===== config.mk =====
export PLATFORM = sky130hd
export DESIGN_NAME = mac_unit
export DESIGN_NICKNAME = d
export VERILOG_FILES = /design/src/rtl/mac_pkg.sv /design/src/rtl/mac_mult.sv /design/src/rtl/mac_ctrl.sv /design/src/rtl/mac_acc.sv /design/src/rtl/mac_unit.sv
export SDC_FILE = /design/constraint.sdc
export NUM_CORES = 1
export LEC_CHECK = 0
export ABC_CLOCK_PERIOD_IN_PS = 10800
export BUFFER_PORTS_ARGS = -buffer_cell sky130_fd_sc_hd__buf_2
export CORE_MARGIN = 2
export CORE_UTILIZATION = 40
export CTS_BUF_LIST = sky130_fd_sc_hd__clkbuf_8
export DETAILED_ROUTE_END_ITERATION = 8
export PLACE_DENSITY = 0.62
export SYNTH_ARGS = -nofsm -noshare
export SYNTH_HDL_FRONTEND = slang
export SYNTH_SLANG_ARGS = --single-unit
export TNS_END_PERCENT = 100

===== constraint.sdc =====
create_clock -name clk -period 10.8 [get_ports clk]
set_input_delay 0 -clock clk [delete_from_list [all_inputs] [get_ports clk]]
set_output_delay 0 -clock clk [all_outputs]
set_load 0.005 [all_outputs]

===== src/rtl/mac_pkg.sv =====
`timescale 1ns/1ps
package mac_pkg;
  localparam int ADDR_W = 3;

  // write side: 0,1,2 start a multiply; 3 clears; 4..7 are ignored
  localparam logic [ADDR_W-1:0] ADR_A_MAIN  = 3'd0;
  localparam logic [ADDR_W-1:0] ADR_B       = 3'd1;
  localparam logic [ADDR_W-1:0] ADR_A_ALIAS = 3'd2;
  localparam logic [ADDR_W-1:0] ADR_CLR     = 3'd3;
  // read side
  localparam logic [ADDR_W-1:0] ADR_PROD    = 3'd4;
  localparam logic [ADDR_W-1:0] ADR_ACC     = 3'd5;
  localparam logic [ADDR_W-1:0] ADR_STAT    = 3'd6;
endpackage


===== src/rtl/mac_mult.sv =====
`timescale 1ns/1ps
// Radix-2 signed array multiplier: W partial-product rows plus one
// correction row, reduced by a linear chain of 3:2 carry-save stages.
module mac_mult #(
  parameter int W = 8
) (
  input  logic [W-1:0]   a,
  input  logic [W-1:0]   b,
  output logic [2*W-1:0] p
);
  localparam int PW   = 2 * W;
  localparam int ROWS = W + 1;

  logic [PW-1:0] ext_a;
  logic [PW-1:0] row [ROWS];
  logic [PW-1:0] sum_v [ROWS-1];
  logic [PW-1:0] cry_v [ROWS-1];

  assign ext_a = {{W{a[W-1]}}, a};

  genvar i;
  generate
    for (i = 0; i < W - 1; i++) begin : g_pos_rows
      assign row[i] = b[i] ? (ext_a << i) : '0;
    end
  endgenerate

  // sign bit of b weighs -2^(W-1): invert the shifted row and add 1 at its LSB
  assign row[W-1] = b[W-1] ? ((~ext_a) << (W - 1)) : '0;
  assign row[W]   = {{(PW-1){1'b0}}, b[W-1]} << (W - 1);

  assign sum_v[0] = row[0];
  assign cry_v[0] = row[1];

  genvar j;
  generate
    for (j = 0; j < ROWS - 2; j++) begin : g_csa
      assign sum_v[j+1] = sum_v[j] ^ cry_v[j] ^ row[j+2];
      assign cry_v[j+1] = ((sum_v[j] & cry_v[j]) |
                           (sum_v[j] & row[j+2]) |
                           (cry_v[j] & row[j+2])) << 1;
    end
  endgenerate

  assign p = sum_v[ROWS-2] + cry_v[ROWS-2];
endmodule


===== src/rtl/mac_ctrl.sv =====
`timescale 1ns/1ps
// Write decode, operand registers and the one-cycle commit request.
module mac_ctrl
  import mac_pkg::*;
#(
  parameter int OP_W = 8
) (
  input  logic              clk,
  input  logic              rst,
  input  logic              wr_en,
  input  logic [ADDR_W-1:0] wr_addr,
  input  logic [OP_W-1:0]   wr_data,
  output logic [OP_W-1:0]   a_q,
  output logic [OP_W-1:0]   b_q,
  output logic              op_fire,
  output logic              clr_fire,
  output logic              pend_q,
  output logic              pend_acc_q
);
  logic hit_a;
  logic hit_b;
  logic acc_req;

  always_comb begin
    hit_a    = wr_en && (wr_addr == ADR_A_MAIN || wr_addr == ADR_A_ALIAS);
    hit_b    = wr_en && (wr_addr == ADR_B);
    clr_fire = wr_en && (wr_addr == ADR_CLR);
    op_fire  = hit_a || hit_b;
    acc_req  = wr_en && (wr_addr == ADR_A_MAIN || wr_addr == ADR_B);
  end

  always_ff @(posedge clk) begin
    if (rst) begin
      a_q        <= '0;
      b_q        <= '0;
      pend_q     <= 1'b0;
      pend_acc_q <= 1'b0;
    end else begin
      if (hit_a) a_q <= wr_data;
      if (hit_b) b_q <= wr_data;
      pend_q     <= op_fire;
      pend_acc_q <= acc_req;
    end
  end
endmodule


===== src/rtl/mac_acc.sv =====
`timescale 1ns/1ps
// Product register, wrapping accumulator with sticky signed-overflow flag.
module mac_acc #(
  parameter int OP_W  = 8,
  parameter int ACC_W = 24
) (
  input  logic                clk,
  input  logic                rst,
  input  logic                commit,
  input  logic                commit_acc,
  input  logic                clr,
  input  logic [2*OP_W-1:0]   prod_in,
  output logic [2*OP_W-1:0]   prod_q,
  output logic [ACC_W-1:0]    acc_q,
  output logic                ovf_q,
  output logic                step_ovf,
  output logic                done
);
  localparam int PW = 2 * OP_W;

  // returns {overflow, wrapped sum}; ACC_W must exceed PW
  function automatic logic [ACC_W:0] acc_add(input logic [ACC_W-1:0] acc,
                                             input logic [PW-1:0] prod);
    logic [ACC_W-1:0] ext;
    logic [ACC_W-1:0] s;
    logic             ov;
    ext = {{(ACC_W-PW){prod[PW-1]}}, prod};
    s   = acc + ext;
    ov  = (acc[ACC_W-1] == ext[ACC_W-1]) && (s[ACC_W-1] != acc[ACC_W-1]);
    return {ov, s};
  endfunction

  logic [ACC_W:0]   step;
  logic [ACC_W-1:0] step_sum;

  assign step     = acc_add(acc_q, prod_in);
  assign step_sum = step[ACC_W-1:0];
  assign step_ovf = step[ACC_W];

  always_ff @(posedge clk) begin
    if (rst) begin
      prod_q <= '0;
      acc_q  <= '0;
      ovf_q  <= 1'b0;
      done   <= 1'b0;
    end else begin
      done <= commit;
      if (commit) prod_q <= prod_in;
      if (clr) begin
        acc_q <= '0;
        ovf_q <= 1'b0;
      end else if (commit && commit_acc) begin
        acc_q <= step_sum;
        ovf_q <= ovf_q | step_ovf;
      end
    end
  end
endmodule


===== src/rtl/mac_unit.sv =====
`timescale 1ns/1ps
module mac_unit
  import mac_pkg::*;
#(
  parameter int OP_W  = 8,
  parameter int ACC_W = 24
) (
  input  logic              clk,
  input  logic              rst,
  input  logic              wr_en,
  input  logic [ADDR_W-1:0] wr_addr,
  input  logic [OP_W-1:0]   wr_data,
  input  logic [ADDR_W-1:0] rd_addr,
  output logic [ACC_W-1:0]  rd_data,
  output logic              done
);
  localparam int PW = 2 * OP_W;

  logic [OP_W-1:0]  a_q;
  logic [OP_W-1:0]  b_q;
  logic             op_fire;
  logic             clr_fire;
  logic             commit_fire;
  logic             commit_acc;
  logic [PW-1:0]    prod_comb;
  logic [PW-1:0]    prod_q;
  logic [ACC_W-1:0] acc_q;
  logic             ovf_q;
  logic             step_ovf;

  mac_ctrl #(.OP_W(OP_W)) u_ctrl (
    .clk        (clk),
    .rst        (rst),
    .wr_en      (wr_en),
    .wr_addr    (wr_addr),
    .wr_data    (wr_data),
    .a_q        (a_q),
    .b_q        (b_q),
    .op_fire    (op_fire),
    .clr_fire   (clr_fire),
    .pend_q     (commit_fire),
    .pend_acc_q (commit_acc)
  );

  mac_mult #(.W(OP_W)) u_mult (
    .a (a_q),
    .b (b_q),
    .p (prod_comb)
  );

  mac_acc #(.OP_W(OP_W), .ACC_W(ACC_W)) u_acc (
    .clk        (clk),
    .rst        (rst),
    .commit     (commit_fire),
    .commit_acc (commit_acc),
    .clr        (clr_fire),
    .prod_in    (prod_comb),
    .prod_q     (prod_q),
    .acc_q      (acc_q),
    .ovf_q      (ovf_q),
    .step_ovf   (step_ovf),
    .done       (done)
  );

  always_comb begin
    unique case (rd_addr)
      ADR_A_MAIN, ADR_A_ALIAS: rd_data = {{(ACC_W-OP_W){a_q[OP_W-1]}}, a_q};
      ADR_B:                   rd_data = {{(ACC_W-OP_W){b_q[OP_W-1]}}, b_q};
      ADR_PROD:                rd_data = {{(ACC_W-PW){prod_q[PW-1]}}, prod_q};
      ADR_ACC:                 rd_data = acc_q;
      ADR_STAT:                rd_data = {{(ACC_W-1){1'b0}}, ovf_q};
      default:                 rd_data = '0;
    endcase
  end
endmodule


== Word level (Yosys, flattened, before mapping) ==
Index checks and enable logic that the tools add are counted.

* Add/sub/neg operators: 2
* Equal/unequal tests: 10
* Multiplexer cells: 9
* Bitwise operators: 51
* Reductions and logical operators: 13

{| class="wikitable"
|+ Operators by type and width
! cell !! count
|-
| $and 15x15->15 || 19
|-
| $or 15x15->15 || 14
|-
| $xor 16x16->16 || 13
|-
| $mux 16 || 8
|-
| $pmux 24 s5 || 1
|-
| $and 15x8->15 || 2
|-
| $add 24x24->24 || 1
|-
| $add 16x16->16 || 1
|-
| $xor 16x8->16 || 1
|-
| $eq 3x2->1 const B || 3
|-
| $eq 3x3->1 const B || 3
|-
| $not 9->9 || 1
|-
| $eq 3x1->1 const B || 2
|-
| $logic_and 1x1->1 || 6
|-
| $logic_not 3->1 || 2
|-
| $reduce_or 2->1 || 2
|-
| $logic_or 1x1->1 || 3
|-
| $eq 1x1->1 || 1
|-
| $ne 1x1->1 || 1
|-
| $or 1x1->1 || 1
|}

* Register bits: 60
* Input bits: 17
* Output and inout bits: 25

== Longest topological paths before layout ==
Gate-level depths: netlist of the first run.

* Word-level depth: 27
* Mapped depth: 29

== Modules after synthesis ==
A second synthesis of the first run with hierarchy kept.

* Cell total of the unflattened synthesis: 681
* Area total of the unflattened synthesis: 5856.9 µm²

{| class="wikitable"
|+ Modules (own cells, without submodules)
! module !! instances !! cells each !! area an instance (µm²)
|-
| mac_acc || 1 || 320 || 2651.3
|-
| mac_mult || 1 || 207 || 1915.6
|-
| mac_ctrl || 1 || 72 || 765.7
|-
| mac_unit || 1 || 82 || 524.3
|}

== Least setup slack after synthesis of the first run ==
OpenSTA, ideal clock, no wires.

* Path type: register to register
* From: reg u_ctrl.b_q[0]
* To: reg u_acc.acc_q[23]
* Arrival: 7033 ps
* Data required time: 10669 ps
* Slack: 3636 ps
* Cell stages (with the launch flop): 28
* Buffers on the path: 2
* Clock period less this slack: 7164 ps
* Path through: dfxtp_1 -> clkbuf_1 -> and2_1 -> fa_1 -> fa_1 -> fa_1 -> inv_1 -> fa_1 -> inv_1 -> fa_1 -> inv_1 -> fa_1 -> inv_1 -> ha_1 -> ha_1 -> nand3_1 -> o211ai_1 -> o41ai_2 -> xor2_2 -> ha_1 -> clkbuf_1 -> o21a_1 -> a21oi_2 -> a211oi_1 -> a211o_1 -> o21a_1 -> o311ai_1 -> o41ai_1

* Word-level cells in the longest chain between the ends: 24
* Elaborated cells on any way between the ends: 51

{| class="wikitable"
|+ RTL lines
! item !! RTL line !! text
|-
| from (decl) || mac_ctrl.sv:14 || <nowiki>output logic [OP_W-1:0] b_q,</nowiki>
|-
| from (signal assigned) || mac_ctrl.sv:40 || <nowiki>if (hit_b) b_q <= wr_data;</nowiki>
|-
| $mux 16 * || mac_mult.sv:24 || <nowiki>assign row[i] = b[i] ? (ext_a << i) : '0;</nowiki>
|-
| $and 15x15->15 (on tied branches) || mac_mult.sv:39, mac_mult.sv:40 ||
|-
| $or 15x15->15 || mac_mult.sv:39 || <nowiki>assign cry_v[j+1] = ((sum_v[j] & cry_v[j]) |</nowiki>
|-
| $or 15x15->15 || mac_mult.sv:40 || <nowiki>(sum_v[j] & row[j+2]) |</nowiki>
|-
| $and 15x15->15 || mac_mult.sv:39 ||
|-
| $or 15x15->15 || mac_mult.sv:39 ||
|-
| $or 15x15->15 || mac_mult.sv:40 ||
|-
| $and 15x15->15 || mac_mult.sv:39 ||
|-
| (+9 left out) || -- ||
|-
| $or 15x15->15 || mac_mult.sv:39 ||
|-
| $or 15x15->15 || mac_mult.sv:40 ||
|-
| $and 15x15->15 || mac_mult.sv:39 ||
|-
| $or 15x15->15 || mac_mult.sv:39 ||
|-
| $or 15x15->15 || mac_mult.sv:40 ||
|-
| $add 16x16->16 * || mac_mult.sv:45 || <nowiki>assign p = sum_v[ROWS-2] + cry_v[ROWS-2];</nowiki>
|-
| via prod_comb[15] || mac_unit.sv:25 || <nowiki>logic [PW-1:0] prod_comb;</nowiki>
|-
| $add 24x24->24 * || mac_acc.sv:28 || <nowiki>s = acc + ext;</nowiki>
|-
| to (signal assigned) || mac_acc.sv:53 || <nowiki>acc_q <= step_sum;</nowiki>
|-
| to (decl) || mac_acc.sv:14 || <nowiki>output logic [ACC_W-1:0] acc_q,</nowiki>
|}

The timed path passes the listed nets; every way through them passes the cells marked *.
A chain may end at the register's enable or synchronous reset.

== Final worst setup path of the first run ==
Ends and elaborated chain as after synthesis.

==> flow_summary.toml, run 1 <==
[worst_hold_path]
holdPathStages = 6
hold_path.class = "in2reg"

[route]
drt-vias-per-instance = 5.543
wl_per_cell_um = 16.26
ant_nets = 0
drt_iter0_drc = 363
drc = 0
vias = 5077
dr.pass1.iters = 5
finalWirelength_um = 14900

[grt]
grt_usage_pct = 19.42
grt.busiest_layer = "met2"
grt_use_met2_pct = 32.54
grt_max_degree = 38
grt_overflow = 0
antenna_found_initial = 0
met1_usage_pct = 25.45
globalRouteMet3Util_pct = 2.311
grt_pass1_vias = 4899
grt_pass1_wl_um = 24650

[sta]
maxSlewHeadroom_pct = 37.39
fmax_mhz = 131.0
setup_violations = 0
hold_viol = 0
rsz0062_at_grt = "false"
timing.hold.ws_ns = 0.1695
finalClockSkew_ns = 0.01321
drv_slew = 0
period_share_pct = 70.68
min_period_ns = 7.633
tightest_slew_ns = 0.9357
fin_tns_setup_ns = 0

[synthesis]
synth_area_sq_um = 5879
synth_cells = 699
ys_types = 61
syn-num-nets = 812
ys_warn_count = 0
ys.flop_type = "dfxtp_1"
ys_seq_elements = 60
avgSynthCellArea_sq_um = 8.411
synth.yosys.seq_area_share_pct = 20.43
async_flop_share_pct = 0
synth_edf_count = 0

[layout]
nets = 840
antenna_cells = 0
final_cell_mix = "nand2_1 (86), inv_1 (66), dfxtp_1 (60), fa_1 (51), nor2_1 (48)"
fin_cells = 916
final_layout_size_suffix_gt1_share_pct = 10.79
areaGrowthSynthToFinish_pct = 11.30
layout_commonest_cell = "nand2_1"
final_core_util_pct = 45.37

[run_status]
outcome = "finished clean"

[die]
die-area_sq_um = 15680
rows = 44
core-area_sq_um = 14420
io_pins = 42
initial_utilization_pct = 40.76
fp.dieH_um = 125.2
die_x_um = 125.2

[placed_design]
dp_hpwl_um = 11210
gp_congestion = 0.9176
dp.cells = 888
portBuffers = 41

[clock_tree]
insertion_delay_ns = 0.38
cts.htree.levels = 3
cts_sinks = 60
numCtsBuffers = 9
tritoncts = "yes"
cts-root-buf = "clkbuf_8"
path_clk_slew_ns = 0.08
cts_max_path_buffers = 2
hold_buffers = 12
cts_resized = 0
cts_setup_buffers = 0

[job]
maxCapViolCount = 0

[critical_path]
cp_max_fo = 13
end_kind = "flop"
path_class = "reg2reg"
crit_required_ns = 11.06
cp-start-kind = "flop"
reg2reg_slack_ns = 3.17
reg2regPathDepth = 25
crit_arrival_ns = 7.89

[power_and_ir_drop]
leakage_nw = 3.104
pwr_density_cell_nw_per_um2 = 80.46
vdd_drop_max_mv = 0.04168
finalPower_w = 0.0005265
critical path, cell delays in order, from the launching register on:
cell,delay [ns]
dfxtp_1,0.50
and2_1,0.27
fa_1,0.48
fa_1,0.48
fa_1,0.54
inv_1,0.06
fa_1,0.47
inv_1,0.05
fa_1,0.47
inv_1,0.05
fa_1,0.47
inv_1,0.04
ha_1,0.27
ha_1,0.36
nand3_1,0.12
o211ai_1,0.12
o41ai_2,0.34
xor2_2,0.58
ha_1,0.45
o21a_1,0.22
a21oi_2,0.17
a211oi_1,0.09
a211o_1,0.33
o21a_1,0.22
o311ai_1,0.23
o41ai_1,0.11
final timing paths:
| check | to | startpoint |
|---|---|---|
| setup / recovery | u_acc.acc_q[23] | u_ctrl.b_q[0] |
| hold / removal | u_ctrl.b_q[7] | wr_addr[2] |
| setup reg to reg | u_acc.acc_q[23] | u_ctrl.b_q[0] |
| hold reg to reg | u_acc.acc_q[10] | u_acc.acc_q[10] |
power breakdown:
part / internal, W / switching [W] / leakage, nW
registers: 0.000223 / 0.00000487 / 0.484
logic: 0.0000185 / 0.0000305 / 2.50
clock network: 0.000148 / 0.000101 / 0.122
total: 0.000390 / 0.000136 / 3.10
synth_stat cells (8+ instances only):
cell type	number	area, sq um
and2_1	30	187.7
dfxtp_1	60	1201
fa_1	51	1021
nand2_1	86	322.8
mux2i_1	35	350.3
inv_1	66	247.7
nand3_1	18	90.09
a21o_1	24	180.2
a21oi_1	44	220.2
o21ai_0	26	130.1
a211oi_1	8	60.06
nor2_1	48	180.2
nand2b_1	8	50.05
clkbuf_1	32	120.1
xnor2_1	12	105.1
ha_1	45	563.0
area by class of cell:
type	instances	area, sq um
clock buffer	12	165.2
clock inverter	4	70.07
multi-input combinational	534	4282
fill	1449	7880
timing repair buffer	56	347.8
tap	184	230.2
inverter	66	247.7
sequential	60	1201
kinds of logic after synthesis:
kind of cell / count (synthesis) / synth area share (%)
xor+xnor: 19 / 2.958
compound gates: 155 / 18.07
mux: 40 / 6.916
simple gates: 224 / 17.94
flops: 60 / 20.43
fa+ha+maj: 96 / 26.94
buf+inv: 105 / 6.746
per-stage QoR:
step,area (sq um),setup WS (ns)
after global routing,6544,2.763
after detailed placement,6188,3.196
after CTS,6544,3.178
after global placement,6188,3.378
after floorplan,5879,3.636
final,6544,3.167
registers in the layout (all words and copies together), names as in the netlist:
register	flops
u_ctrl.b_q	8
u_ctrl.pend_acc_q	1
u_ctrl.pend_q	1
u_acc.prod_q	16
u_acc.acc_q	24
u_acc.done	1
u_ctrl.a_q	8
u_acc.ovf_q	1
routing by layer:
metal  wire, um  vias to the layer above  share of wire [%]
met1       6721                     2500                 45
met5          0                        -                  0
met3        622                       22                4.2
li1           -                     2424                  -
met4        339                        0                2.3
met2       7211                      131                 48
Power figures use the tool's default switching activity.
==> run 2, diff against run 1 <==
ABC_CLOCK_PERIOD_IN_PS = 7710   (was 10800)
clock period = 7.71 ns   (was 10.8 ns; I/O delays follow)
==> run 2 against run 1 <==
Via count about the same. Sequential cell count unchanged. Non-clock buffer count is 8 higher. Clock power increased by 12%. Global-route usage fell by 0.061 points. Maximum frequency grew 4.2%. Total power increased by 27%. Core utilization increased by 0.29 points. Setup slack worse by 2.8 ns. Wire length barely moved. Count of clock-buffer cells in the layout fell by 3. First-iteration DRC count fell by 21%. Critical endpoint unchanged. Largest cell class unchanged.
==> flow_summary.toml, run 2 (synthesis results as in run 1) <==
[critical_path]
end_kind = "flop"
cp-start-kind = "flop"
path_class = "reg2reg"
crit_arrival_ns = 7.56
crit_required_ns = 7.95
cp_max_fo = 10

[clock_tree]
cts_max_path_buffers = 2
insertion_delay_ns = 0.36
tritoncts = "yes"
path_clk_slew_ns = 0.08
cts_sinks = 60
cts.htree.levels = 3
cts-root-buf = "clkbuf_8"
numCtsBuffers = 9

[power_and_ir_drop]
pwr_density_cell_nw_per_um2 = 101.8
p_int_w = 0.0004859
netSwitchingFraction_pct = 27.51
comb_power_share_pct = 10.9
p_seq_share_pct = 47.5
leakage_nw = 3.136
pwr-share-clk_pct = 41.6
finalPower_w = 0.0006704
power.net_switching_w = 0.0001844
vdd_drop_max_mv = 0.09064

[grt]
grt_overflow = 0
grt_usage_pct = 19.36
grt_pass1_wl_um = 24990
grt_pass1_vias = 5067
antenna_found_initial = 0
grt_max_degree = 38

[sta]
period_share_pct = 94.98
fin_tns_setup_ns = 0
rsz0062_at_grt = "false"
finalClockSkew_ns = 0.01201
tightest_slew_ns = 0.9621
setup_violations = 0
drv_slew = 0
fmax_mhz = 136.6
hold_viol = 0
timing.hold.ws_ns = 0.1928
min_period_ns = 7.323
maxSlewHeadroom_pct = 35.62

[layout]
nets = 848
final_layout_size_suffix_gt1_share_pct = 12.70
regMostFlops = "u_acc.acc_q"
largest_reg_flops = 24
antenna_cells = 0
areaGrowthSynthToFinish_pct = 12.02
multiInputGateArea_sq_um = 4304
register_area_sq_um = 1209
final_core_util_pct = 45.66
reg_top3 = "u_acc.acc_q x24, u_acc.prod_q x16"
fillers = 1437
final_cell_mix = "nand2_1 (86), inv_1 (68), dfxtp_1 (56), fa_1 (51), nor2_1 (48)"
layout_commonest_cell = "nand2_1"

[route]
ant_nets = 0
drt_iter0_drc = 285
drt-vias-per-instance = 5.500
finalWirelength_um = 14910
vias = 5082
wl_per_cell_um = 16.13
dr.pass1.iters = 4
drc = 0

[placed_design]
portBuffers = 41
gp_congestion = 0.9114
dp_hpwl_um = 11180

[die]
rows = 44
core-area_sq_um = 14420
fp.dieH_um = 125.2
die-area_sq_um = 15680
io_pins = 42
die_x_um = 125.2
initial_utilization_pct = 40.76

[job]
maxCapViolCount = 0

[worst_hold_path]
hold_path.class = "in2reg"

[run_status]
outcome = "finished clean"
run 2: worst max-delay path: stages, from the launching register on:
cell and delay (ns):
dfxtp_4 0.38, and2_1 0.21, fa_1 0.52, inv_1 0.05
fa_1 0.49, fa_1 0.42, fa_1 0.49, inv_1 0.05
fa_1 0.46, fa_1 0.49, ha_1 0.30, ha_1 0.22
fa_1 0.40, a21o_1 0.19, a21oi_1 0.24, o21bai_1 0.12
a21oi_2 0.19, xnor2_2 0.17, ha_1 0.34, a211o_1 0.33
a21oi_2 0.16, a211oi_1 0.10, a211o_1 0.33, o21a_1 0.23
o311ai_2 0.21, o41ai_1 0.11
run 2: metal layers:
layer / GRT usage (%) / vias up / routed length (um)
met5: 0 / - / 0
met4: 6.863 / 0 / 261
met3: 2.353 / 22 / 484
met2: 32.58 / 113 / 7263
met1: 25.75 / 2511 / 6897
li1: - / 2436 / -
run 2: worst paths after layout:
check / startpoint / slack [ns] / depth (start not counted) / end
worst max register to register: u_ctrl.b_q[1] / 0.39 / 25 / u_acc.acc_q[23]
worst min-delay path: wr_addr[2] / 0.19 / 6 / u_ctrl.b_q[5]
worst min register to register: u_acc.acc_q[4] / 0.48 / 2 / u_acc.acc_q[4]
worst max-delay path: u_ctrl.b_q[1] / 0.39 / 25 / u_acc.acc_q[23]
run 2: final cells by class:
| cell class | count | share of cell area (%) |
|---|---|---|
| clock buffers | 9 | 1.881 |
| well taps | 184 | 3.495 |
| clock inverters | 7 | 0.9119 |
| multi-input cells | 534 | 65.35 |
| inverters | 66 | 3.761 |
| flip-flops and latches | 60 | 18.35 |
| repair buffers | 64 | 6.250 |
run 2: through the flow:
stage	area [sq um]	setup slack, ns	std cells
finish	6586	0.3867	924
global route	6586	0.02859	924
global placement	6233	0.4020	894
detailed placement	6233	0.2540	894
CTS	6538	0.2142	922
floorplan	5879	0.5459	699
run 2: repair_timing:
| action | 4_1_cts | 5_1_grt |
|---|---|---|
| gates resized for setup | 0 | 11 |
| buffers inserted | 0 | 2 |
| setup endpoints to repair | 0 | 4 |
| endpoints found under the hold margin | 18 | 0 |
| hold buffers | 12 | 0 |
run 2: power groups by stage:
stage / clock, W / combinational (W) / sequential (W)
global route: 0.000306 / 0.0000800 / 0.000319
global placement: 0 / 0.0000660 / 0.000325
detailed placement: 0 / 0.0000670 / 0.000326
floorplan: 0 / 0.0000471 / 0.000321
finish: 0.000279 / 0.0000730 / 0.000318
CTS: 0.000287 / 0.0000718 / 0.000318
